[src/rtl/rf_pkg.sv]
package rf_pkg;
   typedef enum logic [2:0] {
      OP_A = 3'd0, OP_B = 3'd1, OP_C = 3'd2, OP_D = 3'd3,
      OP_P = 3'd4, OP_I = 3'd5, OP_MEM = 3'd6, OP_ACC = 3'd7
   } op_sel_e;

   typedef enum logic [1:0] {
      PR_AB = 2'd0, PR_CD = 2'd1, PR_PI = 2'd2, PR_SP = 2'd3
   } pair_sel_e;

   typedef enum logic [1:0] {
      AM_DIRECT = 2'd0, AM_POSTINC = 2'd1, AM_PREDEC = 2'd2, AM_DISP = 2'd3
   } am_mode_e;

   // storage slots: 0..5 byte regs, 6 unused (memory code), 7 acc, 8/9 sp hi/lo
   localparam int NSLOT    = 10;
   localparam int NPAIR    = 4;
   localparam int SLOT_ACC = 7;
   localparam int SLOT_SPH = 8;
   localparam int SLOT_SPL = 9;
endpackage

[src/rtl/rf_addr_gen.sv]
module rf_addr_gen #(
   parameter int W = 8
) (
   input  logic [2*W-1:0] base,
   input  logic [1:0]     mode,
   input  logic [W-1:0]   disp,
   output logic [2*W-1:0] addr,
   output logic           wb,
   output logic [2*W-1:0] wb_val
);
   import rf_pkg::*;
   localparam int AW = 2 * W;

   logic [AW-1:0] inc_v, dec_v, sx_v;

   always_comb begin
      inc_v = base + AW'(1);
      dec_v = base - AW'(1);
      sx_v  = {{W{disp[W-1]}}, disp};
      addr   = base;
      wb     = 1'b0;
      wb_val = base;
      unique case (am_mode_e'(mode))
         AM_DIRECT:  addr = base;
         AM_POSTINC: begin addr = base;  wb = 1'b1; wb_val = inc_v; end
         AM_PREDEC:  begin addr = dec_v; wb = 1'b1; wb_val = dec_v; end
         AM_DISP:    addr = base + sx_v;
         default:    addr = base;
      endcase
   end
endmodule

[src/rtl/rf_byte_cell.sv]
module rf_byte_cell #(
   parameter int W = 8
) (
   input  logic         clk,
   input  logic         rst_n,
   input  logic         bw_en,
   input  logic [W-1:0] bw_d,
   input  logic         pw_en,
   input  logic [W-1:0] pw_d,
   input  logic         aw_en,
   input  logic [W-1:0] aw_d,
   output logic [W-1:0] q
);
   always_ff @(posedge clk or negedge rst_n) begin
      if (!rst_n)     q <= '0;
      else if (aw_en) q <= aw_d;
      else if (pw_en) q <= pw_d;
      else if (bw_en) q <= bw_d;
   end
endmodule

[src/rtl/acc_pair_regfile.sv]
module acc_pair_regfile #(
   parameter int DATA_W = 8
) (
   input  logic                clk,
   input  logic                rst_n,
   input  logic [2:0]          rd_sel,
   output logic [DATA_W-1:0]   rd_data,
   output logic                rd_mem,
   input  logic                wr_en,
   input  logic [2:0]          wr_sel,
   input  logic [DATA_W-1:0]   wr_data,
   output logic                wr_mem,
   output logic [2*DATA_W-1:0] op_addr,
   input  logic [1:0]          prd_sel,
   output logic [2*DATA_W-1:0] prd_data,
   input  logic                pwr_en,
   input  logic [1:0]          pwr_sel,
   input  logic [2*DATA_W-1:0] pwr_data,
   input  logic                am_en,
   input  logic [1:0]          am_pair,
   input  logic [1:0]          am_mode,
   input  logic [DATA_W-1:0]   am_disp,
   output logic [2*DATA_W-1:0] am_addr
);
   import rf_pkg::*;
   localparam int W  = DATA_W;
   localparam int AW = 2 * DATA_W;

   if (DATA_W < 2) begin : g_bad_width
      $error("acc_pair_regfile: DATA_W must be at least 2");
   end

   logic [W-1:0]  slot_q   [NSLOT];
   logic [AW-1:0] pair_val [NPAIR];
   logic [AW-1:0] ag_addr, ag_wb_val;
   logic          ag_wb, am_wb;

   // pair views: high slot first
   for (genvar k = 0; k < NPAIR; k++) begin : g_pair
      localparam int HS = (k < 3) ? 2 * k     : SLOT_SPH;
      localparam int LS = (k < 3) ? 2 * k + 1 : SLOT_SPL;
      assign pair_val[k] = {slot_q[HS], slot_q[LS]};
   end

   rf_addr_gen #(.W(W)) u_agen (
      .base   (pair_val[am_pair]),
      .mode   (am_mode),
      .disp   (am_disp),
      .addr   (ag_addr),
      .wb     (ag_wb),
      .wb_val (ag_wb_val)
   );

   assign am_wb   = am_en && ag_wb;
   assign am_addr = ag_addr;

   for (genvar s = 0; s < NSLOT; s++) begin : g_slot
      if (s == int'(OP_MEM)) begin : g_hole
         assign slot_q[s] = '0;
      end else begin : g_reg
         localparam int          PID = (s < 6) ? s / 2 : 3;
         localparam bit          HI  = (s < 6) ? ((s % 2) == 0) : (s == SLOT_SPH);
         logic         bw, pw, aw;
         logic [W-1:0] pd, ad;

         if (s < 8) begin : g_code
            assign bw = wr_en && (wr_sel == 3'(s));
         end else begin : g_nocode
            assign bw = 1'b0;
         end

         if (s != SLOT_ACC) begin : g_inpair
            assign pw = pwr_en && (pwr_sel == 2'(PID));
            assign aw = am_wb  && (am_pair == 2'(PID));
            assign pd = HI ? pwr_data[AW-1:W]  : pwr_data[W-1:0];
            assign ad = HI ? ag_wb_val[AW-1:W] : ag_wb_val[W-1:0];
         end else begin : g_solo
            assign pw = 1'b0;
            assign aw = 1'b0;
            assign pd = '0;
            assign ad = '0;
         end

         rf_byte_cell #(.W(W)) u_cell (
            .clk   (clk),
            .rst_n (rst_n),
            .bw_en (bw),
            .bw_d  (wr_data),
            .pw_en (pw),
            .pw_d  (pd),
            .aw_en (aw),
            .aw_d  (ad),
            .q     (slot_q[s])
         );
      end
   end

   assign rd_mem   = (op_sel_e'(rd_sel) == OP_MEM);
   assign rd_data  = rd_mem ? '0 : slot_q[rd_sel];
   assign wr_mem   = wr_en && (op_sel_e'(wr_sel) == OP_MEM);
   assign op_addr  = pair_val[PR_PI];
   assign prd_data = pair_val[prd_sel];
endmodule

[config.mk]
export PLATFORM = sky130hd
export DESIGN_NAME = acc_pair_regfile
export DESIGN_NICKNAME = d
export VERILOG_FILES = /design/src/rtl/rf_pkg.sv /design/src/rtl/rf_addr_gen.sv /design/src/rtl/rf_byte_cell.sv /design/src/rtl/acc_pair_regfile.sv
export SDC_FILE = /design/constraint.sdc
export NUM_CORES = 1
export LEC_CHECK = 0
export CORE_MARGIN = 3
export CORE_UTILIZATION = 40
export CTS_BUF_LIST = sky130_fd_sc_hd__clkbuf_4
export DETAILED_ROUTE_END_ITERATION = 10
export GPL_ROUTABILITY_DRIVEN = 0
export GPL_TIMING_DRIVEN = 0
export PLACE_DENSITY = 0.61
export SLEW_MARGIN = 20
export SYNTH_ARGS = -nofsm -noshare
export SYNTH_HDL_FRONTEND = slang
export SYNTH_SLANG_ARGS = --single-unit
[constraint.sdc]
create_clock -name clk -period 9 [get_ports clk]
set_input_delay 1.8 -clock clk [delete_from_list [all_inputs] [get_ports clk]]
set_output_delay 1.8 -clock clk [all_outputs]
set_load 0.02 [all_outputs]
==> flow_summary.toml <==
[outcome]
status = "finished, final reports clean"

[layout]
largest_reg_flops = 72
synthToLayoutAreaGrowth_pct = 21.7
fin_nets = 947
drive_gt1_share_pct = 14.9
layout_commonest_cell = "clkdlybuf4s50_1"
final_cell_mix = "clkdlybuf4s50_1, nand2_1, dfrtp_1"
nFillCells = 1601
top_regs = "g_slot.g_reg.u_cell.q (72)"
final_cells = 1100
top_register = "g_slot.g_reg.u_cell.q"
diodes = 0

[grt]
grt_pass1_wl_um = 41300
antenna_found_initial = 0
grt_max_degree = 55
grt_use_total_pct = 29.2
grt_pass1_vias = 7059
grt_overflow = 0

[logic_synthesis]
synth_fa_ha_area_share_pct = 3.92
ys_types = 69
syn_area_per_cell_um2 = 9.06
synth-async-reset-ratio_pct = 100
yosys_warnings = 0
synth_seq_cells = 72
netlist_instances = 761
yosys.area_share.simple_pct = 17.7
netlist_area_mm2 = 0.00690
synth-compound-area-share_pct = 22.3
synth_edf_count = 0
synthFlopType = "dfrtp_1"
synth_fp_nets = 833
synth_xor_area_share_pct = 3.17
synth_top_family_by_area = "compound AO/OA/AOI/OAI gates"
yosysSeqAreaShare_pct = 26.1
synth.mux.area_fraction_pct = 21.9

[timing]
clock_skew_ns = 0.0147
setup_viol = 0
tightest_slew_ns = 1.19
fmax_ghz = 0.129
hold_viol = 0
fin_ws_ns = 1.26
rsz0062_at_grt = "false"
layout_min_cycle_time_ns = 7.74
maxSlewHeadroom_pct = 19.4
period_share_pct = 86.0
slew_violations = 0
fin_setup_tns_ns = 0

[clocking]
clk_path_buf_depth = 2
cts_resized = 0
numCtsBuffers = 9
path_clk_slew_ns = 0.13
post_cts_buffers = 0
cts_htree_levels = 3
cts.sinks = 72
cts_tree = "yes"
clock-root-buffer = "clkbuf_4"
cts_hold_buf = 0
clkLatencyLatePin_ns = 0.46

[setup_path]
cp.required_ns = 7.20
start_kind = "primary input"
r2r_start = "g_slot[5].g_reg.u_cell.q[5]"
startpoint = "am_pair[1]"
worstSetupPathType = "in -> out"
cp-end-kind = "primary output"
cp.arrival_ns = 5.94
worstPathMaxFanout = 10

[worst_hold_path]
hp-class = "reg -> reg"
min_from = "g_slot[7].g_reg.u_cell.q[1]"

[floorplanning]
core_mm2 = 0.0168
row_count = 47
start_util_pct = 41.2
die-area_mm2 = 0.0189
dieWidth_um = 137
ioPinCount = 109
die_h_um = 137

[drt]
drc = 0
vias = 7325
wl_per_cell_um = 25.0
drt-vias-per-instance = 6.66
drtIter0Drc = 933
finalWirelength_um = 27500
ant_nets = 0
dr.pass1.iters = 8

[place]
dp_cells = 1084
dp_slack_ns = 1.37
port-buffer-count = 102
dp_hpwl_um = 20600

[power_and_ir_drop]
vdd_drop_max_v = 0.000107
p_leak_nw = 3.22
powerDensity_mw_per_mm2 = 216

[job]
cap_violations = 0
-- synthesized netlist by cell type, types with 6 or more instances --
library cell | count | area share (%)
buf_1 | 6 | 0.33
xor2_1 | 14 | 1.8
xnor2_1 | 11 | 1.4
o221a_2 | 11 | 1.8
ha_1 | 20 | 3.6
clkbuf_1 | 41 | 2.2
nor2_1 | 49 | 2.7
a21oi_1 | 55 | 4.0
o21a_1 | 9 | 0.98
nand3_1 | 38 | 2.8
dfrtp_1 | 72 | 26
mux2i_1 | 20 | 2.9
o221ai_1 | 7 | 0.89
nor3_1 | 11 | 0.80
and2_1 | 14 | 1.3
a211oi_1 | 10 | 1.1
nand2_1 | 100 | 5.4
nand4_1 | 8 | 0.73
o221a_1 | 12 | 2.0
o21ai_0 | 43 | 3.1
mux4_2 | 38 | 12
a21o_1 | 14 | 1.5
inv_1 | 13 | 0.71
a22oi_1 | 14 | 1.5
mux2_2 | 35 | 5.7
-- where the power goes --
part	internal [mW]	leakage [nW]	switching, mW
combinational	0.486	2.31	0.584
clock	0.114	0.0800	0.129
sequential	0.404	0.835	0.0952
total	1.00	3.22	0.807
-- kinds of logic after synthesis --
| logic type | Yosys count |
|---|---|
| and+or+nand+nor | 253 |
| buffers and inverters | 74 |
| AOI/OAI and AO/OA | 220 |
| muxes | 96 |
| adders and majority gates | 21 |
| DFF | 72 |
| xor gates and xnor gates | 25 |
-- cell type report --
type	count	area, um2	area share [%]
multi-input combinational	615	4780	57.0
sequential	72	1800	21.5
timing repair buffer	103	1050	12.5
tap	220	275	3.28
buffer	59	273	3.25
clock inverter	6	83.8	0.999
clock buffer	10	75.1	0.894
inverter	15	56.3	0.671
-- worst max-delay path, stage by stage --
cell and delay, ns:
clkdlybuf4s50_1 0.71, buf_4 0.32, buf_2 0.31, mux4_2 0.36, buf_2 0.22, ha_1 0.37
a21o_1 0.22, a211o_1 0.31, nand3b_1 0.18, a21o_1 0.20, a31o_2 0.24, o221ai_1 0.06
clkdlybuf4s50_1 0.63
-- per-stage QoR --
step / util [%] / area, um2 / hold WS (ns) / total power [mW]
final: 50.1 / 8390 / 0.522 / 1.81
after CTS: 50.0 / 8390 / 0.523 / 1.79
after floorplan: - / 6900 / 0.474 / 1.16
after global placement: 48.9 / 8190 / 0.482 / 1.53
after detailed placement: 49.1 / 8230 / 0.494 / 1.55
after global routing: 50.1 / 8390 / 0.546 / 1.90
-- worst paths after layout --
| kind | slack, ns | endpoint | cells past startpoint |
|---|---|---|---|
| max | 1.26 | am_addr[15] | 13 |
| min | 0.52 | g_slot[7].g_reg.u_cell.q[1] | 1 |
| max reg2reg | 5.80 | g_slot[0].g_reg.u_cell.q[5] | 7 |
| min reg2reg | 0.52 | g_slot[7].g_reg.u_cell.q[1] | 1 |
| max in group asynchronous | 7.20 | g_slot[0].g_reg.u_cell.q[4] | 2 |
| min in group asynchronous | 1.21 | g_slot[5].g_reg.u_cell.q[1] | 1 |
-- routing by layer --
layer / up-vias / global-route usage (%) / part of all wire, %
met5: - / 0 / 0
met4: 0 / 11.8 / 4.3
met3: 102 / 6.68 / 11
met2: 531 / 43.5 / 44
met1: 3559 / 40.9 / 41
li1: 3133 / - / -
(Power assumes the default switching activity.)
